## src/rtl/sysrst_pkg.sv

```systemverilog
package sysrst_pkg;

    typedef enum logic [1:0] {
        PM_OFF  = 2'd0,
        PM_HOLD = 2'd1,
        PM_RUN  = 2'd2
    } pm_state_e;

    function automatic logic addr_match(
        input logic [15:0] addr,
        input logic [11:0] base,
        input logic [3:0]  ofs
    );
        return (addr[15:4] == base) && (addr[3:0] == ofs);
    endfunction

endpackage

```

## src/rtl/sysrst_pwr_mon.sv

```systemverilog
module sysrst_pwr_mon
    import sysrst_pkg::*;
#(
    parameter int HOLD_CYCLES = 64
) (
    input  logic clk,
    input  logic arst_n,
    output logic por_ok
);
    localparam int CW = $clog2(HOLD_CYCLES + 1);
    localparam logic [CW-1:0] HOLD_LAST = CW'(HOLD_CYCLES - 1);

    typedef struct packed {
        logic [1:0]  sync;
        pm_state_e   state;
        logic [CW-1:0] cnt;
    } pm_regs_t;

    pm_regs_t r_d, r_q;

    always_comb begin
        r_d = r_q;
        r_d.sync = {r_q.sync[0], 1'b1};
        case (r_q.state)
            PM_OFF: begin
                if (r_q.sync[1]) begin
                    r_d.state = PM_HOLD;
                    r_d.cnt   = CW'(1);
                end
            end
            PM_HOLD: begin
                if (r_q.cnt == HOLD_LAST) begin
                    r_d.state = PM_RUN;
                end else begin
                    r_d.cnt = r_q.cnt + CW'(1);
                end
            end
            PM_RUN:  r_d.state = PM_RUN;
            default: r_d.state = PM_OFF;
        endcase
    end

    always_ff @(posedge clk or negedge arst_n) begin
        if (!arst_n) begin
            r_q <= '{sync: 2'b00, state: PM_OFF, cnt: '0};
        end else begin
            r_q <= r_d;
        end
    end

    assign por_ok = (r_q.state == PM_RUN);

    // once released the reset stays released while power is healthy
    a_r2_run_sticky: assert property (@(posedge clk) disable iff (!arst_n)
        (r_q.state == PM_RUN) |=> (r_q.state == PM_RUN));

    // no release before the hold count has reached its end
    a_r2_min_hold: assert property (@(posedge clk) disable iff (!arst_n)
        (r_q.state == PM_HOLD && r_q.cnt != HOLD_LAST) |=> !por_ok);

    // counting only starts after the synchroniser has filled
    a_r2_sync_first: assert property (@(posedge clk) disable iff (!arst_n)
        (r_q.state == PM_OFF) |=> (r_q.state != PM_RUN));

endmodule

```

## src/rtl/sysrst_soft.sv

```systemverilog
module sysrst_soft
    import sysrst_pkg::*;
#(
    parameter int         ADDR_W      = 16,
    parameter int         SW_W        = 12,
    parameter logic [3:0] RST_OFS     = 4'hC,
    parameter int         SOFT_CYCLES = 8
) (
    input  logic              clk,
    input  logic              arst_n,
    input  logic              block,
    input  logic              wr,
    input  logic [ADDR_W-1:0] addr,
    input  logic [SW_W-1:0]   base_sw,
    output logic              active
);
    localparam int SCW = $clog2(SOFT_CYCLES + 1);
    localparam logic [SCW-1:0] SOFT_LOAD = SCW'(SOFT_CYCLES);

    typedef struct packed {
        logic [SCW-1:0] cnt;
    } sr_regs_t;

    sr_regs_t r_d, r_q;
    logic     hit;

    assign hit = wr && !block && addr_match(addr, base_sw, RST_OFS);

    always_comb begin
        r_d = r_q;
        if (hit) begin
            r_d.cnt = SOFT_LOAD;
        end else if (r_q.cnt != '0) begin
            r_d.cnt = r_q.cnt - SCW'(1);
        end
    end

    always_ff @(posedge clk or negedge arst_n) begin
        if (!arst_n) begin
            r_q <= '{cnt: '0};
        end else begin
            r_q <= r_d;
        end
    end

    assign active = (r_q.cnt != '0);

    // a decoded write (re)starts a full-width pulse
    a_r7_reload: assert property (@(posedge clk) disable iff (!arst_n)
        hit |=> (r_q.cnt == SOFT_LOAD));

    // with no decoded write an idle stretcher stays idle
    a_r6_idle_stays: assert property (@(posedge clk) disable iff (!arst_n)
        (!active && !hit) |=> !active);

    // writes during power hold never start a pulse
    a_r8_blocked: assert property (@(posedge clk) disable iff (!arst_n)
        (block && !active) |=> !active);

endmodule

```

## src/rtl/sysrst_clk_en.sv

```systemverilog
module sysrst_clk_en #(
    parameter int RATIO = 4
) (
    input  logic clk,
    input  logic arst_n,
    input  logic enable,
    output logic ce
);
    generate
        if (RATIO <= 1) begin : g_every
            typedef struct packed {
                logic ce;
            } ce_regs_t;
            ce_regs_t r_d, r_q;

            always_comb begin
                r_d.ce = enable;
            end

            always_ff @(posedge clk or negedge arst_n) begin
                if (!arst_n) r_q <= '{ce: 1'b0};
                else         r_q <= r_d;
            end

            assign ce = r_q.ce;
        end else begin : g_div
            localparam int DW = $clog2(RATIO);
            localparam logic [DW-1:0] DIV_LAST = DW'(RATIO - 1);

            typedef struct packed {
                logic [DW-1:0] div;
                logic          ce;
            } ce_regs_t;
            ce_regs_t r_d, r_q;

            always_comb begin
                r_d = r_q;
                r_d.ce = 1'b0;
                if (!enable) begin
                    r_d.div = '0;
                end else if (r_q.div == DIV_LAST) begin
                    r_d.div = '0;
                    r_d.ce  = 1'b1;
                end else begin
                    r_d.div = r_q.div + DW'(1);
                end
            end

            always_ff @(posedge clk or negedge arst_n) begin
                if (!arst_n) r_q <= '{div: '0, ce: 1'b0};
                else         r_q <= r_d;
            end

            assign ce = r_q.ce;

            // each enable pulse lasts a single cycle
            a_r9_single_pulse: assert property (@(posedge clk) disable iff (!arst_n)
                ce |=> !ce);
        end
    endgenerate

    // no pulse follows a cycle without enable
    a_r9_gated: assert property (@(posedge clk) disable iff (!arst_n)
        !enable |=> !ce);

endmodule

```

## src/rtl/sysrst_ctrl.sv

```systemverilog
module sysrst_ctrl #(
    parameter int         CLK_MHZ     = 64,
    parameter int         SYSCLK_MHZ  = 16,
    parameter int         HOLD_US     = 200_000,
    parameter int         SOFT_CYCLES = 8,
    parameter logic [3:0] RST_OFS     = 4'hC
) (
    input  logic        clk,
    input  logic        pwr_good,
    input  logic        bp_acfail_n,
    input  logic        sysctl_en,
    input  logic        bus_wr,
    input  logic [15:0] bus_addr,
    input  logic [11:0] base_sw,
    output logic        sys_rst_n,
    output logic        bp_sysreset_n,
    output logic        sysclk_ce
);
    localparam int HOLD_CYCLES = CLK_MHZ * HOLD_US;
    localparam int CE_RATIO    = CLK_MHZ / SYSCLK_MHZ;

    logic arst_n;
    logic por_ok;
    logic soft_act;

    assign arst_n = pwr_good & bp_acfail_n;

    sysrst_pwr_mon #(
        .HOLD_CYCLES(HOLD_CYCLES)
    ) u_pwr_mon (
        .clk    (clk),
        .arst_n (arst_n),
        .por_ok (por_ok)
    );

    sysrst_soft #(
        .ADDR_W     (16),
        .SW_W       (12),
        .RST_OFS    (RST_OFS),
        .SOFT_CYCLES(SOFT_CYCLES)
    ) u_soft (
        .clk     (clk),
        .arst_n  (arst_n),
        .block   (!por_ok),
        .wr      (bus_wr),
        .addr    (bus_addr),
        .base_sw (base_sw),
        .active  (soft_act)
    );

    sysrst_clk_en #(
        .RATIO(CE_RATIO)
    ) u_clk_en (
        .clk    (clk),
        .arst_n (arst_n),
        .enable (sysctl_en & por_ok),
        .ce     (sysclk_ce)
    );

    assign sys_rst_n     = por_ok & ~soft_act;
    assign bp_sysreset_n = ~((~por_ok & sysctl_en) | soft_act);

    // a failed supply always holds the board in reset
    a_r1_fail_holds: assert property (@(posedge clk)
        !arst_n |-> !sys_rst_n);

    // without the strap the power reset never reaches the backplane
    a_r4_strap_gates: assert property (@(posedge clk) disable iff (!arst_n)
        (!sysctl_en && !soft_act) |-> bp_sysreset_n);

    // a soft pulse reaches both resets regardless of the strap
    a_r5_soft_both: assert property (@(posedge clk) disable iff (!arst_n)
        soft_act |-> (!sys_rst_n && !bp_sysreset_n));

    // no clock enable while the board is in power reset
    a_r9_quiet_in_reset: assert property (@(posedge clk) disable iff (!arst_n)
        !por_ok |-> !sysclk_ce);

endmodule

```

## config.mk

```make
export PLATFORM = sky130hd
export DESIGN_NAME = sysrst_ctrl
export DESIGN_NICKNAME = d
export VERILOG_FILES = /design/src/rtl/sysrst_pkg.sv /design/src/rtl/sysrst_pwr_mon.sv /design/src/rtl/sysrst_soft.sv /design/src/rtl/sysrst_clk_en.sv /design/src/rtl/sysrst_ctrl.sv
export SDC_FILE = /design/constraint.sdc
export NUM_CORES = 1
export LEC_CHECK = 0
export BUFFER_PORTS_ARGS = -buffer_cell sky130_fd_sc_hd__buf_2
export CAP_MARGIN = 20
export CORE_MARGIN = 10
export CORE_UTILIZATION = 50
export DETAILED_ROUTE_END_ITERATION = 6
export GPL_ROUTABILITY_DRIVEN = 0
export PLACE_DENSITY = 0.75
export SLEW_MARGIN = 10
export SYNTH_ARGS = -nofsm -noshare
export SYNTH_HDL_FRONTEND = slang
export SYNTH_SLANG_ARGS = --single-unit
```

## constraint.sdc

```tcl
create_clock -name clk -period 1.93 [get_ports clk]
set_input_delay 0.386 -clock clk [delete_from_list [all_inputs] [get_ports clk]]
set_output_delay 0.386 -clock clk [all_outputs]
set_load 0.01 [all_outputs]
```

## Word level (Yosys, flattened, before mapping)

Index checks and enable logic that the tools add are counted.

- Bits in registers: 35
- Input port bits: 33
- Output and inout port bits: 3
- Logic and storage cells: 46

- Add/sub/neg operators: 3
- Equality and inequality tests: 9
- Multiplexer cells: 11
- Bitwise logic cells: 8
- Reductions and logical operators: 9

Operators with widths:

| operator | number |
|---|---|
| 24-bit one-hot mux with 2 select lines | 1 |
| 26-bit 2-to-1 mux | 1 |
| 24-bit by 1-bit adder with 24-bit output (second input constant) | 1 |
| 24-bit equality test (second input constant) | 1 |
| 24-bit 2-to-1 mux | 1 |
| 12-bit equality test | 1 |
| 4-bit 2-to-1 mux | 2 |
| 2-bit 2-to-1 mux | 3 |
| 2-bit one-hot mux with 3 select lines | 1 |
| 1-bit bitwise AND | 4 |
| 2-bit equality test (second input constant) | 2 |
| 4-bit equality test (second input constant) | 1 |
| 2-bit by 1-bit != test with 1-bit output (second input constant) | 2 |
| 2-bit nonzero test | 2 |
| 4-bit nonzero test | 1 |
| 4-bit by 1-bit subtractor with 4-bit output (second input constant) | 1 |
| 1-bit logical AND | 3 |
| 1-bit inverter | 3 |
| 3-bit AND reduction | 1 |
| 2-bit by 1-bit adder with 2-bit output (second input constant) | 1 |
| 2-bit by 1-bit equality test with 1-bit output (second input constant) | 1 |
| 2-bit zero test | 1 |
| 1-bit 2-to-1 mux | 2 |
| 2-bit != test (second input constant) | 1 |
| 2 further kinds | 2 |

## Longest topological paths before layout

- Depth in word-level cells: 5
- Mapped depth: 9
- Mapped depth without buffers: 7

## By module

Synthesis repeated with hierarchy kept, for this count alone.

- Cell total of the unflattened synthesis: 248
- Area, all modules: 2366.0 um2

By module, submodules not included:

| module | instances | cells an instance | area each (um2) | seq. area each (um2) |
|---|---|---|---|---|
| sysrst_pwr_mon | 1 | 198 | 1854.3 | 700.7 |
| sysrst_soft | 1 | 38 | 367.9 | 100.1 |
| sysrst_clk_en | 1 | 7 | 113.9 | 75.1 |
| sysrst_ctrl | 1 | 5 | 30.0 | 0.0 |

## Worst setup path before layout

Ideal clock, no wire load.

- Path kind: reg2reg
- From: register u_pwr_mon.r_q[0] (netlist name)
- To: register u_pwr_mon.r_q[5] (netlist name)
- Library setup time: 0.121 ns
- Data arrival time: 1.745 ns
- Data required time: 1.809 ns
- Setup slack: 0.064 ns
- Cell stages (with the launch flop): 8
- Path buffers: 2
- Clock period less this slack: 1.866 ns
- Path through: dfrtp_1 ha_1 nand3_2 nor3_4 a21oi_2 buf_6 buf_6 a22o_1

- Longest elaborated chain between the ends: 3

RTL lines:

| what | RTL line | source |
|---|---|---|
| from (decl) | sysrst_pwr_mon.sv:19 | `pm_regs_t r_d, r_q;` |
| from (signal assigned) | sysrst_pwr_mon.sv:45 | `r_q <= '{sync: 2'b00, state: PM_OFF, cnt: '0};` |
| from (signal assigned) | sysrst_pwr_mon.sv:47 | `r_q <= r_d;` |
| 24-bit by 1-bit adder with 24-bit output or 24-bit equality test (tied branches) | sysrst_pwr_mon.sv:35, sysrst_pwr_mon.sv:32 |  |
| 24-bit 2-to-1 mux or 2-bit != test (tied branches) | n/a |  |
| 24-bit one-hot mux with 2 select lines or 3-bit AND reduction (tied branches) | n/a |  |

Several ways; a longest one is shown, not always the timed one. The select of a mux whose other input is x is not followed.
A chain may end at the register's enable or synchronous reset.

## Worst setup path in the final report

- From: register u_soft.r_q[0] (netlist name)
- To: output bp_sysreset_n

- Longest elaborated chain between the ends: 3

RTL lines:

| what | RTL line | source |
|---|---|---|
| from (decl) | sysrst_soft.sv:24 | `sr_regs_t r_d, r_q;` |
| from (signal assigned) | sysrst_soft.sv:40 | `r_q <= '{cnt: '0};` |
| from (signal assigned) | sysrst_soft.sv:42 | `r_q <= r_d;` |
| 4-bit nonzero test | sysrst_soft.sv:46 | `assign active = (r_q.cnt != '0);` |
| 1-bit OR | sysrst_ctrl.sv:61 | `assign bp_sysreset_n = ~((~por_ok & sysctl_en) \| soft_act);` |
| 1-bit inverter | sysrst_ctrl.sv:61 |  |
| to (decl) | sysrst_ctrl.sv:16 | `output logic bp_sysreset_n,` |

Every way passes these cells.

==> flow_summary.toml <==
[run_status]
outcome = "complete, no violations"

[routing]
ant_nets = 0
totalWireLength_um = 4670
wl_per_cell_um = 14.4
via_per_inst = 5.53
firstDrtPassIters = 4
drc = 0
drt-initial-drc-count = 78
vias = 1798

[worst_setup_path]
worstSetupStartpointType = "flip-flop"
arrival_ns = 1.45
cp_data_required_time_ns = 1.54
worstSetupPathType = "flip-flop to output port"
crit_fanout = 3
end_kind = "output port"

[clock_tree]
clockRootBuffer = "clkbuf_8"
hold_buffers = 0
cts_max_path_buffers = 2
htree_levels = 2
cts_tree = "yes"
clkSinkCount = 35
clk_pin_slew_ns = 0.07
numCtsBuffers = 5
clock_latency_ns = 0.29

[timing]
rsz0062_at_grt = "false"
finalSetupTns_ns = 0
clock.fmax_ghz = 0.545
setup_ws_ns = 0.0954
fin_crit_sh_pct = 95.1
drv_slew = 0
fin_skew_ns = 0.00654
setup_viol = 0
fin_crit_ns = 1.83
hold_viol = 0

[global_routing]
busiest_layer = "met2"
grt_pass1_vias = 1891
antenna_found_initial = 0
grt_pass1_wl_um = 8220
met1_usage_pct = 15.1
met2_usage_pct = 23.0
grt_max_degree = 36
grtUsageTotal_pct = 13.4
overflow = 0
grt_use_met3_pct = 4.21

[floorplan]
ios = 36
die_h_um = 85.1
die_w_um = 85.1
fp.coreArea_um2 = 4060
dieArea_um2 = 7240
initial_core_util_pct = 52.2
rows = 23

[pwr]
finalPower_mw = 2.66
p_leak_nw = 1.19
p_per_area_nw_per_um2 = 1040
ir_worst_vdd_mv = 0.646
p_int_mw = 1.68
clockPowerShare_pct = 22.2
combPwrFrac_pct = 42.5
switching_share_pct = 37.0
switchingPower_mw = 0.985
power_frac_seq_pct = 35.2

[synthesis]
seq_area_frac_synth_pct = 41.4
yosys_warnings = 0
yosys.area.top_type_share_pct = 41.4
ys.flop_type = "dfrtp_1"
synth-edff-count = 0
syn_inst = 220
yosysTopAreaCell = "dfrtp_1"
async_flop_share_pct = 100
synth_top_family_by_area = "simple AND/OR/NAND/NOR gates"
synthMuxAreaShare_pct = 2.01
synth_seq_cells = 35
yosysUniqueCellTypes = 45
synth-compound-area-share_pct = 15.7
syn_nets = 261
yosys-top-cells-area = "dfrtp_1, ha_1, xnor2_1"
synth_simple_gate_area_share_pct = 24.4
ys_top_cells_by_count = "dfrtp_1, a21oi_1, inv_1, nand2_1"
synth_xor_area_share_pct = 6.21
syn-cell-area_um2 = 2120
yosysMostFrequentCell = "dfrtp_1"
synthAdderAreaFrac_pct = 4.73
syn_avg_cell_area_um2 = 9.62

[layout]
multi_input_area_um2 = 1140
ff_latch_area_um2 = 877
num-fill-cells = 360
drive_above_1_share_pct = 28.0
n_antenna_cell = 0
area_growth_pct = 20.5
final_util_pct = 62.9
fin_cells = 325
nets = 315

[placement]
place_ws_ns = 0.0668
io_buffers = 35
dp_hpwl_um = 3490
place_inst = 316

[hold_path]
min_path_type = "input port to asynchronous set/reset pin"

[flow_run]
cap_violations = 0
-- metrics by stage --
step | hold slack [ns] | area [um2]
detailed placement | 0.350 | 2420
CTS | 0.239 | 2530
floorplan | 0.331 | 2120
finish | 0.223 | 2550
global route | 0.280 | 2550
global placement | 0.333 | 2420
-- worst max-delay path: stages (launching register included) --
cell      delay [ns]
dfrtp_1         0.39
inv_1           0.11
ha_1            0.16
nor3b_2         0.19
a21boi_1        0.17
buf_2           0.15
-- power by group through the flow --
stage / sequential [mW] / combinational [mW] / clock (mW)
2_1_floorplan: 0.938 / 0.825 / 0
3_3_place_gp: 0.942 / 1.09 / 0
3_5_place_dp: 0.944 / 1.12 / 0
4_1_cts: 0.937 / 1.13 / 0.604
5_1_grt: 0.952 / 1.27 / 0.639
6_report: 0.937 / 1.13 / 0.592
-- worst paths after layout --
| path | startpoint | endpoint | slack, ns | cells past startpoint |
|---|---|---|---|---|
| max reg2reg | u_pwr_mon.r_q[24] | u_pwr_mon.r_q[21] | 0.1 | 8 |
| max | u_soft.r_q[0] | bp_sysreset_n | 0.1 | 5 |
| max in group asynchronous | pwr_good | u_pwr_mon.r_q[8] | 1.38 | 3 |
| min | bp_acfail_n | u_pwr_mon.r_q[24] | 0.22 | 3 |
| min reg2reg | u_pwr_mon.r_d[27] | u_pwr_mon.r_q[27] | 0.38 | 0 |
| min in group clk | sysctl_en | u_clk_en.g_div.r_q[1] | 0.34 | 3 |
-- sequential cells by signal, summed over array words and instances, names as in the netlist --
signal,flops
u_soft.r_q,4
u_clk_en.ce,1
u_pwr_mon.r_d,1
u_clk_en.g_div.r_q,2
u_pwr_mon.r_q,27
-- placed cells by master, fill, tap and decap left out, types with 8 or more instances in the layout --
| cell type | count |
|---|---|
| or3_1 | 8 |
| nand3_1 | 13 |
| nor2_1 | 13 |
| nand2_1 | 13 |
| buf_4 | 18 |
| xnor2_1 | 11 |
| buf_2 | 35 |
| o21ai_0 | 9 |
| inv_1 | 15 |
| a21oi_1 | 18 |
| dfrtp_1 | 34 |
-- routing by layer --
layer	share of wire, %	vias up
met4	1.3	0
met2	51	38
met3	4.0	6
li1	-	901
met1	44	853
met5	0	-
-- final cells by class --
type / instances / area share (%)
clock buffer: 8 / 3.92
inverter: 15 / 2.21
multi-input combinational: 164 / 44.9
sequential: 35 / 34.4
tap: 50 / 2.45
timing repair buffer: 53 / 12.2
-- logic make-up after synthesis --
kind of cell / Yosys count
other cells: 1
mux: 4
fa+ha+maj: 8
buf+inv: 21
xor+xnor: 15
compound gates: 53
flops: 35
simple gates: 83
-- repair_timing --
action,4_1_cts,5_1_grt
pin swaps,0,3
setup buffers,0,1
endpoints found under the setup margin,1,11
cloned,0,0
resized for setup,1,6
Note: power is estimated with default switching activity, not from simulation.
